<file path="src/rtl/stack_guard.sv">
module stack_guard #(
  parameter int W         = 16,
  parameter int LIM_LSB   = 8,
  parameter int GUARD     = 32,
  parameter int FORCED_SP = 4,
  parameter int EMPTY_LIM = 256,
  parameter int YEL_BIT   = 3,
  parameter int RED_BIT   = 2
) (
  input  logic         clk,
  input  logic         rst_n,
  input  logic         lim_wr,
  input  logic [W-1:0] lim_wdata,
  output logic [W-1:0] lim_rdata,
  input  logic         sp_chg,
  input  logic [W-1:0] sp,
  input  logic         instr_end,
  input  logic         err_wr,
  input  logic [W-1:0] err_wdata,
  output logic [W-1:0] err_bits,
  output logic         yel_trap,
  output logic         red_abort,
  output logic         sp_force_vld,
  output logic [W-1:0] sp_force_val
);

  localparam logic [W-1:0] KEEP = {{(W-LIM_LSB){1'b1}}, {LIM_LSB{1'b0}}};

  logic [W-1:0] lim_q;
  logic         armed_q, ey_q, er_q, yel_q, red_q;

  wire [W-1:0] lim_eff = (lim_q == '0) ? W'(EMPTY_LIM) : lim_q;
  wire [W:0]   sp_pad  = {1'b0, sp} + (W+1)'(GUARD);
  wire         below   = sp < lim_eff;
  wire         deep    = sp_pad < {1'b0, lim_eff};
  wire         blocked = ey_q | er_q;
  wire         fire    = instr_end & (armed_q | sp_chg | lim_wr) & ~blocked;

  always_ff @(posedge clk) begin
    if (!rst_n) begin
      lim_q   <= '0;
      armed_q <= 1'b0;
      ey_q    <= 1'b0;
      er_q    <= 1'b0;
      yel_q   <= 1'b0;
      red_q   <= 1'b0;
    end else begin
      if (lim_wr) lim_q <= lim_wdata & KEEP;
      if (fire) armed_q <= 1'b0;
      else if (sp_chg | lim_wr) armed_q <= 1'b1;
      yel_q <= fire & below & ~deep;
      red_q <= fire & deep;
      ey_q  <= (err_wr ? err_wdata[YEL_BIT] : ey_q) | (fire & below);
      er_q  <= (err_wr ? err_wdata[RED_BIT] : er_q) | (fire & deep);
    end
  end

  always_comb begin
    err_bits          = '0;
    err_bits[YEL_BIT] = ey_q;
    err_bits[RED_BIT] = er_q;
  end

  assign lim_rdata    = lim_q;
  assign yel_trap     = yel_q;
  assign red_abort    = red_q;
  assign sp_force_vld = red_q;
  assign sp_force_val = W'(FORCED_SP);

endmodule


</file>
<file path="config.mk">
export PLATFORM = sky130hd
export DESIGN_NAME = stack_guard
export DESIGN_NICKNAME = d
export VERILOG_FILES = /design/src/rtl/stack_guard.sv
export SDC_FILE = /design/constraint.sdc
export NUM_CORES = 1
export LEC_CHECK = 0
export ABC_AREA = 0
export BUFFER_PORTS_ARGS = -buffer_cell sky130_fd_sc_hd__buf_4
export CAP_MARGIN = 20
export CORE_ASPECT_RATIO = 0.75
export CORE_MARGIN = 3
export CORE_UTILIZATION = 39
export DETAILED_ROUTE_END_ITERATION = 12
export PLACE_DENSITY_LB_ADDON = 0.08
export SYNTH_ARGS = -nofsm -noshare
export SYNTH_HDL_FRONTEND = slang
export SYNTH_SLANG_ARGS = --single-unit
</file>
<file path="constraint.sdc">
create_clock -name clk -period 3.1 [get_ports clk]
set_input_delay 0.31 -clock clk [delete_from_list [all_inputs] [get_ports clk]]
set_output_delay 0.31 -clock clk [all_outputs]
set_load 0.01 [all_outputs]
</file>
Word level (Yosys, flattened, before mapping):

Cells that the tools add are included.

* register bits after elaboration: 13
* bits in latches: 0
* memory bits (writable): 0
* bits in read-only memories: 0
* input bits: 54
* logic and storage cells: 28
* memories: 0

* add/subtract/negate cells: 1
* multipliers: 0
* divide/modulo/power cells: 0
* $lt $le $gt $ge: 2
* eq/ne operators: 0
* shift-type cells: 0
* multiplexer cells: 3
* bitwise logic cells: 14
* reductions and logical operators: 2

Operators with widths (count)
* adder 16 x 6 -> 17 bit (second input constant): 1
* < comparator 17 x 16 -> 1 bit: 1
* zero test 16 bit: 1
* < comparator 16 bit: 1
* 2-to-1 mux 16 bit: 1
* bitwise OR 1 bit: 6
* bitwise AND 1 bit: 5
* NOT 1 bit: 3
* 2-to-1 mux 1 bit: 2
* OR reduction 2 bit: 1

Depth between registers and ports, before layout:

* word-level depth: 6
* depth in mapped cells: 9
* depth with buffers taken out: 9

Least setup slack after synthesis:

No wires, ideal clock.

* kind: in2reg
* start point: in sp[5]
* end point: reg er_q
* setup time: 115 ps
* arrival: 2109 ps
* required time: 2985 ps
* setup slack: 875 ps
* stages on the path: 8
* cell sequence: nand4_1 -> nor3_1 -> nand2_1 -> xnor2_1 -> ha_1 -> nand3_1 -> a2111o_1 -> a31o_1

* cells in the longest elaborated chain, start to end: 4

RTL lines
* from (decl): line 16 `input logic [W-1:0] sp,`
* adder 16 x 6 -> 17 bit: line 33 `wire [W:0] sp_pad = {1'b0, sp} + (W+1)'(GUARD);`
* < comparator 17 x 16 -> 1 bit: line 35 `wire deep = sp_pad < {1'b0, lim_eff};`
* bitwise AND 1 bit: line 54 `er_q <= (err_wr ? err_wdata[RED_BIT] : er_q) | (fire & deep);`
* bitwise OR 1 bit: line 54
* to (signal assigned): line 54
* to (decl): line 30 `logic armed_q, ey_q, er_q, yel_q, red_q;`

No other way between the ends.
A chain may end at the register's enable or synchronous reset.

Worst setup path in the final report:

Same ends and word-level chain as after synthesis.

==> results.py <==
metrics = {
    "route": {
        "drtIter0Drc": 22,
        "drt_wl_total_um": 2790,
        "drc": 0,
        "first_pass_iters": 5,
        "dr_total_vias": 1059,
        "ant_nets": 0,
        "drt-vias-per-instance": 4.565,
        "post_drt_wl_per_cell_um": 12.03,
    },
    "power": {
        "ir_worst_vdd_mv": 0.1640,
        "power_mw": 0.4960,
        "cellPowerDensity_nw_per_um2": 328.7,
        "leakage_nw": 0.7733,
    },
    "sta": {
        "fin_worst_skew_ns": 0.006080,
        "setup-violations-final": 0,
        "final.setup.tns_ns": 0,
        "rsz0062_at_grt": "false",
        "fin_crit_sh_pct": 70.78,
        "fin_crit_ns": 2.194,
        "hold_viol": 0,
        "fmax_ghz": 0.4558,
        "slew_viol_final": 0,
    },
    "global_routing": {
        "overflow": 0,
        "antenna_found_initial": 0,
        "grt_max_degree": 12,
        "grt_usage_pct": 13.64,
        "grt_pass1_wl_um": 4319,
        "grt_pass1_vias": 951,
    },
    "floorplan": {
        "die_h_um": 55.95,
        "die-area_um2": 4062,
        "initial_utilization_pct": 42.36,
        "rows": 17,
        "die_w_um": 72.60,
        "io_pins": 105,
        "coreArea_um2": 3063,
    },
    "synthesis": {
        "synth_area_um2": 1297,
        "synth_top_area_share_pct": 23.72,
        "yosysSeqAreaShare_pct": 20.06,
        "syn-instance-count": 157,
        "syn_area_per_cell_um2": 8.264,
        "ys_warn_count": 0,
        "synth-seq-cells": 13,
        "synth_area_leaders": "buf_4, dfxtp_1, ha_1, mux2i_1, nor2b_1",
        "synth_cell_types": 32,
        "yosys.area.top_type": "buf_4",
    },
    "cells_and_area": {
        "layout-drive-gt1-share_pct": 24.23,
        "antennaDiodeCount": 0,
        "num-nets-final": 263,
        "final_cells": 232,
        "syn_to_final_growth_pct": 16.30,
        "final_util_pct": 49.26,
    },
    "run": {
        "cap_violations": 0,
    },
    "clock_tree": {
        "path_clk_slew_ns": 0.06,
        "clock-sinks": 13,
        "clk-insertion-delay-late_ns": 0.24,
        "cts_resized": 0,
        "cts_setup_buffers": 0,
        "ctsHoldBuffers": 0,
        "cts-root-buf": "clkbuf_8",
        "cts_tree": "done",
        "htreeDepth": 1,
        "clk_path_buf_depth": 2,
        "cts_buffers": 3,
    },
    "worst_setup_path": {
        "required_ns": 3.23,
        "cp-start-kind": "primary input",
        "worstPathArrival_ns": 2.32,
        "endpoint_kind": "flop",
        "worst-path-max-fanout": 3,
        "critPathKind": "primary input to flop",
        "worst-r2r-cell-count": 5,
        "ff2ff_setup_slack_ns": 1.30,
        "r2r-start": "lim_rdata[14]",
        "r2r-end": "er_q",
    },
    "worst_hold_path": {
        "hold_depth": 3,
        "min_from": "lim_wdata[10]",
        "hold_class": "primary input to flop",
        "holdPathEnd": "lim_rdata[10]",
    },
    "place": {
        "place.gp.congestion": 0.8519,
        "hpwl_um": 2366,
        "portBuffers": 39,
        "placed_cells": 228,
    },
    "status": {
        "status": "finished clean",
    },
}
## cells in the mapped netlist, drive strengths merged
cell type and count:
or3b 1, clkbuf 1, a21o 2, a21oi 5
o21ai 1, inv 14, a2111o 1, a31o 2
ha 14, nor4 1, o221ai 1, a211oi 2
dfxtp 13, mux2 1, o31ai 1, o211ai 1
nand3 5, nor2 4, and3 1, conb 2
xor2 4, nand2 7, nor3 5, xnor2 3
buf 42, mux2i 9, nor2b 10, a41o 1
nand4 3
## through the flow
stage	area (um2)	setup WS, ns	hold WS (ns)
2_1_floorplan	1433	0.8754	0.4795
3_5_place_dp	1464	0.6991	0.5394
6_report	1509	0.9058	0.3254
3_3_place_gp	1464	0.7258	0.5330
5_1_grt	1509	0.8202	0.3355
4_1_cts	1509	0.9428	0.3231
## sequential cells by signal, indices dropped and copies added, names as in the netlist
name,count
ey_q,1
er_q,1
lim_rdata,8
armed_q,1
yel_trap,1
red_abort,1
## layout make-up
cell class / instances / area, um2
timing repair buffer: 40 / 300.3
fill: 299 / 1554
multi-input combinational: 123 / 803.3
tap: 38 / 47.55
sequential: 13 / 260.3
inverter: 14 / 52.55
clock buffer: 4 / 45.04
## cell families (layout without fill, tap and decap cells)
family | count (synthesis) | count (layout) | synth area share [%]
other | 2 | 38 | 0.5788
buffers and inverters | 57 | 58 | 28.45
adders and majority gates | 14 | 14 | 13.50
AOI/OAI and AO/OA | 17 | 17 | 9.836
muxes | 10 | 10 | 7.811
xor gates and xnor gates | 7 | 7 | 4.725
and+or+nand+nor | 37 | 37 | 15.04
DFF | 13 | 13 | 20.06
## worst max-delay path by stage
stage | startpoint | endpoint | slack, ns | cells after the start
floorplan | sp[5] | er_q | 0.88 | 8
global placement | sp[5] | er_q | 0.73 | 9
detailed placement | sp[5] | red_abort | 0.70 | 9
CTS | sp[5] | er_q | 0.94 | 9
global route | sp[5] | er_q | 0.82 | 9
finish | sp[5] | er_q | 0.91 | 9
## critical path: stages
cell	delay (ns)
buf_4	0.08
nand4_1	0.12
nor3_1	0.37
nand2_1	0.12
xnor2_1	0.14
ha_1	0.30
nand3_1	0.15
a2111o_1	0.49
a31o_1	0.23
## where the power goes
group	leakage, nW	total (mW)	internal [mW]	switching [mW]
clock network	0.0228	0.147	0.0905	0.0570
logic	0.643	0.160	0.0740	0.0859
registers	0.107	0.189	0.179	0.00994
total	0.773	0.496	0.343	0.153
## cells in the final DEF (no fill, tap or decap), types with 2 or more instances in the layout
cell	Yosys	final
buf_4	41	40
conb_1	2	38
inv_1	14	14
ha_1	14	14
dfxtp_1	13	13
nor2b_1	10	10
mux2i_1	9	9
nand2_1	7	7
nand3_1	5	5
nor3_1	5	5
a21oi_1	5	5
nor2_1	4	4
xor2_1	4	4
nand4_1	3	3
xnor2_1	3	3
clkbuf_8	0	3
a21o_1	2	2
## per-layer routing
| layer | global-route usage, % | wire length [um] | up-vias |
|---|---|---|---|
| met3 | 4.693 | 286 | 2 |
| met2 | 21.59 | 1297 | 51 |
| met4 | 3.158 | 13 | 0 |
| met5 | 0 | 0 | - |
| met1 | 17.70 | 1192 | 479 |
| li1 | - | - | 527 |
No activity file was read; power rests on OpenSTA's default activity.
